## config.mk

```make
export PLATFORM = sky130hd
export DESIGN_NAME = hpx_ctrl
export DESIGN_NICKNAME = d
export VERILOG_FILES = /design/src/rtl/hpx_pkg.sv /design/src/rtl/hpx_sync.sv /design/src/rtl/hpx_out_track.sv /design/src/rtl/hpx_in_reg.sv /design/src/rtl/hpx_seq.sv /design/src/rtl/hpx_ctrl.sv
export SDC_FILE = /design/constraint.sdc
export NUM_CORES = 1
export LEC_CHECK = 0
export ABC_AREA = 1
export BUFFER_PORTS_ARGS = -buffer_cell sky130_fd_sc_hd__buf_4
export CORE_ASPECT_RATIO = 1.5
export CORE_UTILIZATION = 30
export CTS_BUF_LIST = sky130_fd_sc_hd__clkbuf_8
export DETAILED_ROUTE_END_ITERATION = 12
export GPL_ROUTABILITY_DRIVEN = 1
export GPL_TIMING_DRIVEN = 0
export SLEW_MARGIN = 15
export SYNTH_ARGS = -nofsm -noshare
export SYNTH_HDL_FRONTEND = slang
export SYNTH_SLANG_ARGS = --single-unit
```

## constraint.sdc

```tcl
create_clock -name clk -period 1.61 [get_ports clk]
set_clock_uncertainty 0.15 [all_clocks]
set_input_delay 0 -clock clk [delete_from_list [all_inputs] [get_ports clk]]
set_output_delay 0 -clock clk [all_outputs]
set_load 0.01 [all_outputs]
```

## src/rtl/hpx_pkg.sv

```systemverilog
package hpx_pkg;
  typedef enum logic [1:0] {
    ST_IDLE = 2'd0,
    ST_REQ  = 2'd1,
    ST_WAIT = 2'd2
  } hpx_state_e;
endpackage

```

## src/rtl/hpx_sync.sv

```systemverilog
// Multi-stage synchronizer for an asynchronous level.
module hpx_sync #(
  parameter int   STAGES  = 2,
  parameter logic RST_VAL = 1'b1
) (
  input  logic clk,
  input  logic rst_n,
  input  logic d_async,
  output logic q_sync
);
  logic [STAGES-1:0] chain;

  always_ff @(posedge clk or negedge rst_n) begin
    if (!rst_n) chain <= {STAGES{RST_VAL}};
    else        chain <= {chain[STAGES-2:0], d_async};
  end

  assign q_sync = chain[STAGES-1];
endmodule

```

## src/rtl/hpx_out_track.sv

```systemverilog
// Shadow of the last output vector handed to the bus; any mismatch means a write is owed.
module hpx_out_track #(
  parameter int NOUT = 8
) (
  input  logic            clk,
  input  logic            rst_n,
  input  logic [NOUT-1:0] cur_vec,
  input  logic            capture,
  output logic [NOUT-1:0] sent_vec,
  output logic            pending
);
  always_ff @(posedge clk or negedge rst_n) begin
    if (!rst_n)       sent_vec <= '0;
    else if (capture) sent_vec <= cur_vec;
  end

  assign pending = (cur_vec != sent_vec);
endmodule

```

## src/rtl/hpx_in_reg.sv

```systemverilog
// Holds the last acknowledged input read and flags changes.
module hpx_in_reg #(
  parameter int NIN = 8
) (
  input  logic           clk,
  input  logic           rst_n,
  input  logic           load,
  input  logic [NIN-1:0] new_val,
  output logic [NIN-1:0] cur_val,
  output logic           changed
);
  always_ff @(posedge clk or negedge rst_n) begin
    if (!rst_n) begin
      cur_val <= '0;
      changed <= 1'b0;
    end else begin
      changed <= load && (new_val != cur_val);
      if (load) cur_val <= new_val;
    end
  end
endmodule

```

## src/rtl/hpx_seq.sv

```systemverilog
// Transaction sequencer: chooses read or write, runs the handshake, retries NACKs.
module hpx_seq
  import hpx_pkg::*;
#(
  parameter int MAX_RETRY = 3
) (
  input  logic clk,
  input  logic rst_n,
  input  logic cfg_done,
  input  logic int_low,
  input  logic wr_pending,
  input  logic txn_ready,
  input  logic rsp_valid,
  input  logic rsp_nack,
  output logic txn_valid,
  output logic txn_write,
  output logic wr_capture,
  output logic rd_load,
  output logic err_flag
);
  localparam int CW = $clog2(MAX_RETRY + 1);
  localparam logic [CW-1:0] RETRY_LIM = CW'(MAX_RETRY);

  hpx_state_e    state, state_nx;
  logic          armed;
  logic          op_wr, op_wr_nx;
  logic [CW-1:0] tries, tries_nx;
  logic          err_set;

  always_comb begin
    state_nx   = state;
    op_wr_nx   = op_wr;
    tries_nx   = tries;
    wr_capture = 1'b0;
    rd_load    = 1'b0;
    err_set    = 1'b0;
    unique case (state)
      ST_IDLE: begin
        if (armed && int_low) begin
          op_wr_nx = 1'b0;
          tries_nx = '0;
          state_nx = ST_REQ;
        end else if (armed && wr_pending) begin
          op_wr_nx   = 1'b1;
          tries_nx   = '0;
          wr_capture = 1'b1;
          state_nx   = ST_REQ;
        end
      end
      ST_REQ: begin
        if (txn_ready) state_nx = ST_WAIT;
      end
      ST_WAIT: begin
        if (rsp_valid) begin
          if (rsp_nack) begin
            if (tries == RETRY_LIM) begin
              err_set  = 1'b1;
              state_nx = ST_IDLE;
            end else begin
              tries_nx = tries + 1'b1;
              state_nx = ST_REQ;
            end
          end else begin
            rd_load  = !op_wr;
            state_nx = ST_IDLE;
          end
        end
      end
      default: state_nx = ST_IDLE;
    endcase
  end

  always_ff @(posedge clk or negedge rst_n) begin
    if (!rst_n) begin
      state    <= ST_IDLE;
      armed    <= 1'b0;
      op_wr    <= 1'b0;
      tries    <= '0;
      err_flag <= 1'b0;
    end else begin
      state <= state_nx;
      op_wr <= op_wr_nx;
      tries <= tries_nx;
      if (cfg_done) armed    <= 1'b1;
      if (err_set)  err_flag <= 1'b1;
    end
  end

  assign txn_valid = (state == ST_REQ);
  assign txn_write = op_wr;
endmodule

```

## src/rtl/hpx_ctrl.sv

```systemverilog
// Top: mirrors hot-plug outputs to, and inputs from, an external bus expander.
module hpx_ctrl #(
  parameter int NOUT      = 8,
  parameter int NIN       = 8,
  parameter int MAX_RETRY = 3,
  parameter int SYNC_FF   = 2
) (
  input  logic            clk,
  input  logic            rst_n,
  input  logic            cfg_done,
  input  logic [NOUT-1:0] hp_out_bits,
  input  logic            exp_int_n,
  output logic            txn_valid,
  input  logic            txn_ready,
  output logic            txn_write,
  output logic [NOUT-1:0] txn_wdata,
  input  logic            rsp_valid,
  input  logic            rsp_nack,
  input  logic [NIN-1:0]  rsp_rdata,
  output logic [NIN-1:0]  hp_in_bits,
  output logic            inputs_changed,
  output logic            xfer_error
);
  logic int_n_s;
  logic wr_pending;
  logic wr_capture;
  logic rd_load;

  hpx_sync #(.STAGES(SYNC_FF), .RST_VAL(1'b1)) u_sync (
    .clk     (clk),
    .rst_n   (rst_n),
    .d_async (exp_int_n),
    .q_sync  (int_n_s)
  );

  hpx_out_track #(.NOUT(NOUT)) u_track (
    .clk      (clk),
    .rst_n    (rst_n),
    .cur_vec  (hp_out_bits),
    .capture  (wr_capture),
    .sent_vec (txn_wdata),
    .pending  (wr_pending)
  );

  hpx_seq #(.MAX_RETRY(MAX_RETRY)) u_seq (
    .clk        (clk),
    .rst_n      (rst_n),
    .cfg_done   (cfg_done),
    .int_low    (!int_n_s),
    .wr_pending (wr_pending),
    .txn_ready  (txn_ready),
    .rsp_valid  (rsp_valid),
    .rsp_nack   (rsp_nack),
    .txn_valid  (txn_valid),
    .txn_write  (txn_write),
    .wr_capture (wr_capture),
    .rd_load    (rd_load),
    .err_flag   (xfer_error)
  );

  hpx_in_reg #(.NIN(NIN)) u_inreg (
    .clk     (clk),
    .rst_n   (rst_n),
    .load    (rd_load),
    .new_val (rsp_rdata),
    .cur_val (hp_in_bits),
    .changed (inputs_changed)
  );
endmodule

```

## Word level (Yosys, flattened, before mapping)

Index checks and enable logic that the tools add are counted.

| word-level totals | value |
|---|---|
| output and inout bits | 20 |
| flip-flop bits (word level) | 26 |
| input port bits | 23 |

| cells by class | value |
|---|---|
| eq/ne operators | 10 |
| multiplexer cells | 25 |
| add/sub/neg operators | 1 |
| reductions and logical operators | 11 |

Operator list:

| operator | number |
|---|---|
| 2-bit two-way mux | 9 |
| 8-bit != test | 2 |
| 1-bit two-way mux | 14 |
| 2-bit != test (second input constant) | 3 |
| 2-bit case mux with 3 select lines | 1 |
| 5-bit AND reduction | 1 |
| 2-bit equality test (second input constant) | 2 |
| 2-bit case mux with 2 select lines | 1 |
| 2-bit nonzero test | 2 |
| 1-bit logical AND | 3 |
| 3-bit by 1-bit != test with 1-bit output (second input constant) | 1 |
| 3-bit AND reduction | 1 |
| 2-bit by 1-bit adder with 2-bit output (second input constant) | 1 |
| 2-bit by 1-bit equality test with 1-bit output (second input constant) | 1 |
| 1-bit zero test | 2 |
| 2-bit zero test | 1 |
| 2-bit by 1-bit != test with 1-bit output (second input constant) | 1 |
| 2-bit AND reduction | 1 |

## Longest topological paths before layout

| depth | value |
|---|---|
| depth after elaboration | 5 |
| gate-level depth with buffers | 11 |
| gate-level depth less buffers | 11 |

## By module

From an unflattened synthesis, not the netlist that was laid out.

| unflattened totals | value |
|---|---|
| cells, all modules | 169 |
| area total of the unflattened synthesis | 1347.5 sq um |

By module, submodules not included:

| module | sequential area each (sq um) | cells each | area each (sq um) | times used |
|---|---|---|---|---|
| hpx_in_reg | 225.2 | 75 | 490.5 | 1 |
| hpx_out_track | 200.2 | 47 | 435.4 | 1 |
| hpx_seq | 175.2 | 44 | 365.4 | 1 |
| hpx_sync | 52.6 | 2 | 52.6 | 1 |
| hpx_ctrl | 0.0 | 1 | 3.8 | 1 |

## Worst setup path after synthesis

OpenSTA, ideal clock, no wires.

| timing | value |
|---|---|
| kind | register to register |
| from | reg u_track.sent_vec[6] |
| to | reg u_track.sent_vec[7] |
| arrival time | 1.170 ns |
| setup time | 0.117 ns |
| stages on the path, launching flop included | 10 |
| path slack | 0.173 ns |
| path buffers | 1 |
| data required time | 1.343 ns |
| clock period less this slack | 1.437 ns |
| path through | dfrtp_1 -> xnor2_1 -> nand2_1 -> nor2_1 -> nand2_2 -> nand2_4 -> nor2_8 -> buf_12 -> nand2_1 -> o21ai_2 |

| on the way | value |
|---|---|
| word-level cells in the longest chain between the ends | 5 |

Ends and longest elaborated chain:

| what | RTL line | RTL |
|---|---|---|
| start: declaration | hpx_out_track.sv:9 | `output logic [NOUT-1:0] sent_vec,` |
| start signal: assignment | hpx_out_track.sv:14 | `else if (capture) sent_vec <= cur_vec;` |
| 8-bit != test | hpx_out_track.sv:17 | `assign pending = (cur_vec != sent_vec);` |
| 1-bit logical AND | hpx_seq.sv:43 | `end else if (armed && wr_pending) begin` |
| 1-bit two-way mux | hpx_seq.sv:43 |  |
| 1-bit two-way mux | hpx_seq.sv:39 | `if (armed && int_low) begin` |
| 1-bit two-way mux | hpx_seq.sv:37 | `unique case (state)` |

No other way between the ends.
A chain may end at the register's enable or synchronous reset.

## Worst setup path after layout

Same ends and word-level chain as after synthesis.

==> qor.yml <==
status: "finished clean"
cp-endpoint: "u_track.sent_vec[7]"
drt.antenna.violating_nets: 0
crit_path_start: "u_track.sent_vec[6]"
r2r_cells: 9
crit_chain: "xnor2_1 > nand2_1 > nor2_2 > nand2_2 > nand2_4 > nor2_8 > buf_12 > nand2_1 > o21ai_2"
grt_antenna_before_repair: 0
die_height_um: 83.3
yosysWarnings: 0
cts.sinks: 26
tightest_slew_ns: 0.338
critical_path_buf_inv_count: 1
power_frac_clock_pct: 17.4
fillers: 410
r2r_start: "u_track.sent_vec[6]"
crit_required_ns: 1.63
final-setup-viol-count: 0
drc_errors: 0
p_comb_share_pct: 45.5
syn_area_um2: 1320
cp_max_fo: 10
wirelength_um: 2770
ys_seq_area_share_pct: 49.4
cp_slowest_cell: "dfrtp_1"
io_pins: 43
io_buffer_count: 42
synthCells: 139
p_leak_nw: 1.02
fin_cells: 255
crit_top_cell: "nand2_1"
drtIter0Drc: 12
setup_tns_ns: 0
synth_nets: 163
clock_latency_ns: 0.27
power_density_nw_per_um2: 1530
synth_edf_count: 0
worst-setup-path-type: "reg2reg"
hold_viol: 0
min_period_over_period_pct: 92.0
peakVddDrop_v: 0.000877
final_net_count: 234
numCtsBuffers: 3
power_mw: 3.08
grt_pass1_wl_um: 4800
synth_area_per_cell_um2: 9.51
track_usage_pct: 12.9
dr_total_vias: 1129
avgViaCountPerCell: 4.43
ys_seq_elements: 26
maxCapViolCount: 0
overflow: 0
antenna_cells: 0
cpPeakStageDelay_ns: 0.42
area_growth_pct: 52.0
fp.dieW_um: 56.2
hpwl_um: 2000
min_period_ns: 1.48
cts_tree: "yes"
drive_above_1_share_pct: 38.3
rrSetupSlack_ns: 0.13
rows: 29
start_util_pct: 31.4
multiInputGateArea_um2: 592
clockBufferDepth: 2
stdcell_area_um2: 2010
slew_violations: 0
grt_pass1_vias: 1158
ys_types: 26
cp_top_family: "simple AND/OR/NAND/NOR gates"
cp-end-kind: "flop"
grt_setup_unrepaired: "no"
hp-class: "in2async"
gp_congestion: 0.687
placed_cells: 227
pwr-share-seq_pct: 37.1
htreeDepth: 1
switching_share_pct: 35.6
drt-pass1-iter-count: 4
wl_per_cell_um: 10.9
synthArstFlopShare_pct: 100
path_clk_slew_ns: 0.09
seq_area_um2: 653
switchingPower_mw: 1.10
grt_max_degree: 27
reg2reg_to: "u_track.sent_vec[7]"
worstSetupStartpointType: "flop"
path_depth: 9
placed_area_um2: 1690
root_buffer: "clkbuf_8"
slew_headroom_pct: 77.5
fmax_ghz: 0.675
worstPathArrival_ns: 1.50
synthFlopType: "dfrtp_1"
internal_power_mw: 1.98
coreArea_um2: 4210
die-area_um2: 4680
what timing repair did:
item                       4_1_cts  5_1_grt
gates resized for setup          0        4
setup endpoints to repair        0        9
buffers inserted                 0        2
hold buffers                    22        0
hold endpoints to repair        48        0
synth_stat cells, drive strengths merged (2+ instances only):
master	instances	area share [%]
nor4	2	0.95
dfstp	2	4.0
xor2	8	5.3
o21ai	8	3.9
inv	17	4.8
xnor2	3	2.0
dfrtp	24	45
nand2	47	14
nor2	10	4.6
mux2	8	6.8
nand3	4	2.8
power by group through the flow:
stage               combinational (mW)  clock [mW]  sequential, mW
floorplan                        0.696           0            1.22
global placement                  1.30           0            1.15
detailed placement                1.33           0            1.16
CTS                               1.37       0.560            1.15
global route                      1.55       0.585            1.19
finish                            1.40       0.536            1.14
layout make-up:
cell class	instances	area share (%)
inverters	17	3.18
flip-flops and latches	26	32.5
plain buffers	1	0.997
repair buffers	66	27.4
multi-input cells	95	29.5
clock inverters	1	1.50
well taps	46	2.87
clock buffers	3	2.06
logic make-up (layout without fill, tap and decap cells):
kind of cell             Yosys count  in the layout  synth area share, %
AND/OR/NAND/NOR                   64             64                 23.2
flip-flops                        26             26                 49.4
buffers and inverters             18             88                 6.34
AO/OA/AOI/OAI                     11             11                 5.97
XOR/XNOR                          11             11                 7.29
multiplexers                       8              8                 6.82
adder cells (fa/ha/maj)            1              1                0.947
how the worst min path moves through the flow:
stage                     startpoint              end  cells past startpoint
final                          rst_n   u_seq.err_flag                      2
after global routing           rst_n   u_seq.state[1]                      2
after CTS                      rst_n   u_seq.err_flag                      2
after detailed placement       rst_n   u_seq.err_flag                      1
after global placement         rst_n   u_seq.err_flag                      1
after floorplan                rst_n  u_inreg.changed                      0
per-layer routing:
metal / track usage [%] / vias up / share of wire, %
li1: - / 572 / -
met1: 13.5 / 530 / 38
met2: 24.6 / 22 / 57
met3: 1.09 / 5 / 2.4
met4: 6.65 / 0 / 2.1
met5: 0 / - / 0
through the flow:
stage / setup slack [ns] / util, % / hold slack [ns]
6_report: 0.129 / 47.7 / 0.0140
5_1_grt: 0.00452 / 47.7 / 0.0545
4_1_cts: 0.0673 / 47.2 / 0.0245
3_5_place_dp: 0.0871 / 40.2 / -0.218
3_3_place_gp: 0.0972 / 40.2 / -0.221
2_1_floorplan: 0.173 / - / -0.446
placed cells by master (no fill, tap or decap), types with 2 or more instances in the layout:
master          n
buf_4          44
clkbuf_8        3
dfrtp_1        24
dfstp_2         2
dlygate4sd3_1  22
inv_1          11
inv_2           6
mux2_2          8
nand2_1        43
nand2_2         3
nand3_1         2
nor2_1          6
nor2_2          2
nor4_1          2
o21ai_0         3
o21ai_1         2
o21ai_2         3
xnor2_1         3
xor2_1          8
sequential cells by signal (all words and copies together) (netlist names):
name / flops
u_inreg.cur_val: 8
u_seq.state: 2
u_seq.txn_write: 1
u_seq.armed: 1
u_inreg.changed: 1
u_seq.err_flag: 1
u_seq.tries: 2
u_track.sent_vec: 8
u_sync.chain: 2
No activity file was read; power rests on OpenSTA's default activity.
